**config.mk**
```make
export PLATFORM = sky130hd
export DESIGN_NAME = ecc_err_regs
export DESIGN_NICKNAME = d
export VERILOG_FILES = /design/src/rtl/ecc_err_regs.sv
export SDC_FILE = /design/constraint.sdc
export NUM_CORES = 1
export LEC_CHECK = 0
export BUFFER_PORTS_ARGS = -buffer_cell sky130_fd_sc_hd__buf_2
export CAP_MARGIN = 20
export CORE_UTILIZATION = 50
export CTS_CLUSTER_SIZE = 30
export DETAILED_ROUTE_END_ITERATION = 8
export PLACE_DENSITY_LB_ADDON = 0.12
export SLEW_MARGIN = 20
export SYNTH_ARGS = -nofsm -noshare
export SYNTH_HDL_FRONTEND = slang
export SYNTH_SLANG_ARGS = --single-unit
```
**constraint.sdc**
```tcl
create_clock -name clk -period 1.8 [get_ports clk]
set_clock_uncertainty 0.05 [all_clocks]
set_input_delay 0 -clock clk [delete_from_list [all_inputs] [get_ports clk]]
set_output_delay 0 -clock clk [all_outputs]
set_load 0.02 [all_outputs]
```
**src/rtl/ecc_err_regs.sv**
```systemverilog
module ecc_err_regs #(
  parameter int         ADDR_W   = 32,
  parameter logic [1:0] MODE_RST = 2'b01
) (
  input  logic              clk,
  input  logic              rst_n,
  input  logic              bus_win,
  input  logic [5:0]        bus_addr,
  input  logic              bus_we,
  input  logic [31:0]       bus_wdata,
  output logic [31:0]       bus_rdata,
  input  logic              ce_evt,
  input  logic              ue_evt,
  input  logic [7:0]        evt_syn,
  input  logic [ADDR_W-1:0] evt_addr,
  input  logic [63:0]       evt_data,
  input  logic              wr_fire,
  output logic [7:0]        inj_xor,
  output logic              ecc_active,
  output logic              irq
);
  localparam logic [5:0] OFS_OPT   = 6'h00;
  localparam logic [5:0] OFS_U_ADR = 6'h08;
  localparam logic [5:0] OFS_U_STA = 6'h0C;
  localparam logic [5:0] OFS_U_DLO = 6'h10;
  localparam logic [5:0] OFS_U_DHI = 6'h14;
  localparam logic [5:0] OFS_C_ADR = 6'h18;
  localparam logic [5:0] OFS_C_STA = 6'h1C;
  localparam logic [5:0] OFS_C_DLO = 6'h20;
  localparam logic [5:0] OFS_C_DHI = 6'h24;
  localparam logic [5:0] OFS_ISTAT = 6'h00;
  localparam logic [5:0] OFS_IACK  = 6'h04;

  logic [1:0]        mode;
  logic              arm;
  logic [7:0]        pat;
  logic [6:3]        st, st_n, ack_m;
  logic [ADDR_W-1:0] c_adr, u_adr;
  logic [7:0]        c_syn, u_syn;
  logic [63:0]       c_dat, u_dat;
  logic              unused_wbits;

  wire opt_wr = bus_we && !bus_win && bus_addr == OFS_OPT;
  wire ack_wr = bus_we &&  bus_win && bus_addr == OFS_IACK;
  wire c_load = ce_evt && !st[3];
  wire u_load = ue_evt && !st[5];

  assign ack_m        = ack_wr ? bus_wdata[6:3] : 4'b0;
  assign unused_wbits = ^{bus_wdata[31:24], bus_wdata[15:9], bus_wdata[7:2]};

  assign st_n[3] = ce_evt | (st[3] & ~ack_m[3]);
  assign st_n[4] = (ce_evt & st[3]) | (st[4] & ~ack_m[4]);
  assign st_n[5] = ue_evt | (st[5] & ~ack_m[5]);
  assign st_n[6] = (ue_evt & st[5]) | (st[6] & ~ack_m[6]);

  assign inj_xor    = arm ? pat : 8'h00;
  assign ecc_active = mode[0];

  always_ff @(posedge clk or negedge rst_n) begin
    if (!rst_n) begin
      st  <= '0;
      irq <= 1'b0;
    end else begin
      st  <= st_n;
      irq <= |st;
    end
  end

  always_ff @(posedge clk or negedge rst_n) begin
    if (!rst_n) begin
      mode <= MODE_RST;
      arm  <= 1'b0;
      pat  <= '0;
    end else if (opt_wr) begin
      mode <= bus_wdata[1:0];
      arm  <= bus_wdata[8];
      pat  <= bus_wdata[23:16];
    end else if (wr_fire) begin
      arm  <= 1'b0;
    end
  end

  always_ff @(posedge clk or negedge rst_n) begin
    if (!rst_n) begin
      c_adr <= '0; c_syn <= '0; c_dat <= '0;
      u_adr <= '0; u_syn <= '0; u_dat <= '0;
    end else begin
      if (c_load) begin
        c_adr <= evt_addr; c_syn <= evt_syn; c_dat <= evt_data;
      end
      if (u_load) begin
        u_adr <= evt_addr; u_syn <= evt_syn; u_dat <= evt_data;
      end
    end
  end

  always_comb begin
    bus_rdata = '0;
    if (bus_win) begin
      if (bus_addr == OFS_ISTAT) bus_rdata[6:3] = st;
    end else begin
      case (bus_addr)
        OFS_OPT:   bus_rdata = {8'h00, pat, 7'h00, arm, 6'h00, mode};
        OFS_U_ADR: bus_rdata = 32'(u_adr);
        OFS_U_STA: bus_rdata = {16'h0000, u_syn, 8'h00};
        OFS_U_DLO: bus_rdata = u_dat[31:0];
        OFS_U_DHI: bus_rdata = u_dat[63:32];
        OFS_C_ADR: bus_rdata = 32'(c_adr);
        OFS_C_STA: bus_rdata = {16'h0000, c_syn, 8'h00};
        OFS_C_DLO: bus_rdata = c_dat[31:0];
        OFS_C_DHI: bus_rdata = c_dat[63:32];
        default:   bus_rdata = '0;
      endcase
    end
  end

  p_ce_first_r2: assert property (@(posedge clk) disable iff (!rst_n)
    ce_evt && !st[3] |=> st[3] && c_syn == $past(evt_syn) && c_adr == $past(evt_addr));
  p_ce_hold_r3: assert property (@(posedge clk) disable iff (!rst_n)
    ce_evt && st[3] |=> st[4] && c_dat == $past(c_dat) && c_syn == $past(c_syn));
  p_ue_first_r4: assert property (@(posedge clk) disable iff (!rst_n)
    ue_evt && !st[5] |=> st[5] && u_dat == $past(evt_data));
  p_ue_hold_r5: assert property (@(posedge clk) disable iff (!rst_n)
    ue_evt && st[5] |=> st[6] && u_adr == $past(u_adr));
  p_ack_clear_r6: assert property (@(posedge clk) disable iff (!rst_n)
    ack_wr && bus_wdata[6] && !(ue_evt && st[5]) |=> !st[6]);
  p_evt_wins_r7: assert property (@(posedge clk) disable iff (!rst_n)
    ack_wr && bus_wdata[3] && ce_evt |=> st[3]);
  p_irq_level_r8: assert property (@(posedge clk) disable iff (!rst_n)
    1'b1 |=> irq == $past(|st));
  p_arm_once_r10: assert property (@(posedge clk) disable iff (!rst_n)
    arm && wr_fire && !opt_wr |=> !arm && $stable(mode) && $stable(pat));
endmodule

```
# Yosys cells after proc, flatten, opt, wreduce, memory -nomap -nowiden
# Index checks and enable logic that the tools add are counted.
# word_totals
word_cells	55
regBits	224
# classes
eq_ne	9
bitwise	14
n_reduce_logical	12
mux	9
# ops
cell	count
one-hot mux 32 bit (9 select lines)	1
2-to-1 mux 25 bit	1
== test 6 x 5 -> 1 bit (second input constant)	4
== test 6 x 4 -> 1 bit (second input constant)	2
== test 6 bit (second input constant)	2
2-to-1 mux 4 bit	3
2-to-1 mux 8 bit	1
AND 1 bit	6
== test 6 x 3 -> 1 bit (second input constant)	1
logical AND 1 bit	6
zero test 6 bit	1
inverter 1 bit	4
OR 1 bit	4
OR reduction 4 bit	1
zero test 1 bit	3
2-to-1 mux 3 bit	1
2-to-1 mux 1 bit	2
nonzero test 2 bit	1

# Longest topological paths before layout
# depth
depth_word	6
depth_mapped	7
mapped_depth_nobuf	4

# Worst setup path before layout
# Ideal clock, no wire load.
# synth_path
path_kind	reg-to-reg
startpoint	register st[3] in the netlist's numbering
endpoint	register c_dat[10]
n_path_buf	3
t_required_ps	1625
path_stages_with_launch	6
setup_slack_ps	99
arrival_time_ps	1526
cell_sequence	dfrtp_1 -> nor2b_1 -> clkbuf_1 -> clkbuf_1 -> buf_2 -> mux2_2
# synth_between
elab_chain_cells	2
# synth_lines
element	line_no	rtl
start: declaration	37	logic [6:3] st, st_n, ack_m;
start signal: assignment	64	st <= st_n;
zero test 1 bit	45	wire c_load = ce_evt && !st[3];
logical AND 1 bit	45	
end signal: assignment	89	c_adr <= evt_addr; c_syn <= evt_syn; c_dat <= evt_data;
end: declaration	40	logic [63:0] c_dat, u_dat;
# Every way passes these cells.
# A chain may end at the register's enable or synchronous reset.

# Final worst setup path
# layout_path
startpoint	register c_syn[0]
endpoint	output bus_rdata[8]
# layout_between
elab_chain_cells	2
# layout_lines
element	line_no	rtl
start: declaration	39	logic [7:0] c_syn, u_syn;
start signal: assignment	89	
one-hot mux 32 bit (9 select lines)	102	case (bus_addr)
2-to-1 mux 25 bit	99	if (bus_win) begin
end: declaration	11	output logic [31:0] bus_rdata,
# Every way passes these cells.

==> Flow_metrics.wiki <==
{| class="wikitable"
! Metric !! Value
|-
| Outcome || finished, violations left
|-
| Violated checks || setup timing
|-
| Startpoint types || flip-flop
|-
| Buffers on Ports || 173
|-
| Width of the die || 146 um
|-
| Clk sinks || 224
|-
| Share of post-route cells with drive strength above 1 || 0.476
|-
| Final critical-path required period || 1830 ps
|-
| Switching power summed over all nets || approximately 2.9 mW
|-
| Synth cell types || 50
|-
| Final nets || 1225
|-
| Number of antenna-violating nets in the routed design || 0
|-
| Type of destination of the critical path || output port
|-
| Vias in the first global route || 8232
|-
| Root cell of the clock tree || sky130_fd_sc_hd__clkbuf_16
|-
| Die height || 146 um
|-
| Gate count of the mapped netlist || 752
|-
| Post-Synthesis Cell Area || 10300 um^2
|-
| Unrepaired setup endpoints after global routing || true
|-
| Required time worst endpoint || 1750 ps
|-
| RD Place Congestion || 0.825
|-
| Fraction of power consumed by combinational cells || 0.122
|-
| Met1 layer usage reported by global route || 0.356
|-
| Dpl ws || -3.71 ps
|-
| Met3 Use GR || 0.0470
|-
| Largest voltage drop on the vdd net || approximately 800 uV
|-
| Final-layout worst hold slack || 123 ps
|-
| CTS Buffer Depth || 3
|-
| Clock-pin slew of the registers on the worst-case setup and hold paths || 60 ps
|-
| Fraction of power consumed by the clock network || 0.409
|-
| Kind of critical path || flip-flop to output port
|-
| Switching portion of total power || 0.228
|-
| Core footprint || ~20000 um^2
|-
| Drt drc || 0
|-
| Largest fanout on the critical path || 2
|-
| Area of the die || 21200 um^2
|-
| Starting DRC count in detailed routing || roughly 310
|-
| Max-cap viol count || 0
|-
| Sequential cell area fraction in the yosys report || 0.543
|-
| Share of flip-flops with an asynchronous set or reset after synthesis || 1.00
|-
| Type of the most critical hold path || primary input to flip-flop
|-
| Number of pins exceeding their max-slew limit in the final report || 0
|-
| Total global-route track usage || 0.265
|-
| Yosys top cell by area || sky130_fd_sc_hd__dfrtp_1
|-
| Ranking of synthesized cells by area || sky130_fd_sc_hd__dfrtp_1 54%, sky130_fd_sc_hd__mux2_2 25%, sky130_fd_sc_hd__mux2i_1 3.6%
|-
| Post-Synthesis Net Count || approximately 900
|-
| Routed length per instance || 20.2 um
|-
| Met2 track utilization from global routing || 0.438
|-
| Ranking of synthesized cells by instance count || 231 x sky130_fd_sc_hd__mux2_2, 223 x sky130_fd_sc_hd__dfrtp_1, 37 x sky130_fd_sc_hd__mux2i_1
|-
| Overall via count from detail_route || between 7000 and 8000
|-
| Detailed-route vias per instance || 5.56
|-
| Post-route clock period utilization || 1.02
|-
| Number of I/O pins || 191
|-
| Number of antenna cells inserted || 0
|-
| Count of H-tree levels built during CTS || 1
|-
| Site row count || 52
|-
| Final Routed Wirelength || 27500 um
|-
| Final number of hold-violating endpoints || 0
|-
| Register bit count reported by yosys || 224
|-
| Top Usage Layer GRT || met2
|-
| YS warnings || 0
|-
| Normalized max-slew margin || 0.678
|-
| Int Power || 9.74 mW
|-
| Final standard cell utilization of the core || 0.694
|-
| Final worst-path setup slack || -31.4 ps
|-
| Finish-stage setup viols || 3
|-
| Maximum clock frequency || 546 MHz
|-
| Area added between synthesis and finish || 36.1%
|-
| Initial standard-cell utilization of the core || 0.510
|-
| Area share of the largest cell type after synthesis || 0.541
|-
| Estimated wirelength of the detail-placed design || around 18000 um
|-
| Final setup TNS || -72.8 ps
|-
| Sequential share of power || 0.470
|-
| Mean instance size in the synthesized netlist || about 14 um^2
|-
| Clock latency at the later pin of the worst-skew pair || 510 ps
|-
| GR Overflow Total || 0
|-
| Dominant synthesized flop cell || sky130_fd_sc_hd__dfrtp_1
|-
| Power per standard cell area || 899 nW/um^2
|-
| Leak Pwr || 6.30 nW
|-
| Dominant cell by count in the synthesized netlist || sky130_fd_sc_hd__mux2_2
|-
| Global-route wire length before repair || 44400 um
|-
| Least-Margin Pin Slew || 483 ps
|-
| Pwr Total || 12.6 mW
|-
| Antenna violations before repair || 0
|-
| Detailed-routing iteration count for the pre-antenna-repair pass || 5
|-
| Number of buffers created by CTS || 24
|-
| Pin count of the biggest net entering global routing || 61
|-
| Clock tree from TritonCTS || done
|-
| Number of flops mapped to enable cells by yosys || 0
|-
| Crit path arrival time || between 1500 and 2000 ps
|}
power by group through the flow:
stage / combinational (mW) / clock, mW / sequential [mW]
2_1_floorplan: 0.825 / 0 / 5.90
3_3_place_gp: 1.25 / 0 / 5.96
3_5_place_dp: 1.32 / 0 / 6.01
4_1_cts: 1.54 / 5.26 / 5.92
5_1_grt: 1.67 / 5.49 / 5.99
6_report: 1.54 / 5.16 / 5.93
layout by cell type, fill, tap and decap left out, types with 5 or more instances in the layout:
master and n:
sky130_fd_sc_hd__dfrtp_1 222, sky130_fd_sc_hd__clkbuf_1 5, sky130_fd_sc_hd__and2_1 18, sky130_fd_sc_hd__o22a_1 9, sky130_fd_sc_hd__nand2_1 20, sky130_fd_sc_hd__dlygate4sd3_1 126
sky130_fd_sc_hd__clkbuf_16 25, sky130_fd_sc_hd__a22oi_1 30, sky130_fd_sc_hd__buf_2 162, sky130_fd_sc_hd__nor2_1 10, sky130_fd_sc_hd__buf_4 39, sky130_fd_sc_hd__a31oi_1 9
sky130_fd_sc_hd__mux2_1 8, sky130_fd_sc_hd__buf_12 15, sky130_fd_sc_hd__o21ai_0 16, sky130_fd_sc_hd__buf_6 7, sky130_fd_sc_hd__mux2i_1 37, sky130_fd_sc_hd__a21oi_1 20
sky130_fd_sc_hd__mux2_2 230, sky130_fd_sc_hd__clkinv_2 8
what timing repair did:
item,CTS,global route
hold buffers,126,0
buffers inserted,1,2
endpoints found under the setup margin,5,17
hold endpoints to repair,447,0
pin swaps,5,7
resized for setup,6,18
cells by family after synthesis:
group | count (synthesis) | synth area share
muxes | 280 | 0.305
DFF | 224 | 0.543
AOI/OAI and AO/OA | 113 | 0.0764
and+or+nand+nor | 82 | 0.0495
buffers and inverters | 53 | 0.0255
final timing paths:
| path | cells after the start | start | end | slack (ps) |
|---|---|---|---|---|
| max | 4 | c_syn[0]$_DFFE_PN0P_ | bus_rdata[8] | -30 |
| min | 5 | bus_we | mode[0]$_DFFE_PN1P_ | 120 |
| max reg2reg | 4 | st[5]$_DFF_PN0_ | u_dat[1]$_DFFE_PN0P_ | 60 |
| min reg2reg | 1 | c_adr[7]$_DFFE_PN0P_ | c_adr[7]$_DFFE_PN0P_ | 450 |
| max in group asynchronous | 4 | rst_n | u_dat[15]$_DFFE_PN0P_ | 490 |
| min in group asynchronous | 3 | rst_n | c_dat[8]$_DFFE_PN0P_ | 520 |
worst max-delay path: stages (launching register included):
cell,delay (ps)
sky130_fd_sc_hd__dfrtp_1,380
sky130_fd_sc_hd__mux4_2,480
sky130_fd_sc_hd__a22oi_2,210
sky130_fd_sc_hd__a21oi_2,70
sky130_fd_sc_hd__buf_6,140
metal layers:
metal	vias to the layer above	part of all wire
met3	57	0.062
met1	3841	0.43
met5	-	0
met2	247	0.48
met4	0	0.026
li1	3438	-
sequential cells by signal (all words and copies together), names as in the netlist:
| register | cells |
|---|---|
| st | 4 |
| u_syn | 8 |
| c_syn | 8 |
| arm | 1 |
| u_dat | 64 |
| c_adr | 32 |
| u_adr | 32 |
| c_dat | 64 |
| mode | 2 |
| irq | 1 |
| pat | 8 |
through the flow:
stage / area [um^2] / instances
after global routing: 14000 / 1364
final: 14000 / 1364
after global placement: 11900 / 1191
after detailed placement: 11900 / 1191
after floorplan: 10300 / 752
after CTS: 14000 / 1362
area by class of cell:
type / instances / area [um^2]
fill: 1457 / 6190
sequential: 224 / 5610
multi-input combinational: 475 / 4510
timing repair buffer: 350 / 2760
clock buffer: 32 / 672
tap: 270 / 338
clock inverter: 12 / 160
inverter: 1 / 3.75
Note: power is estimated with default switching activity, not from simulation.
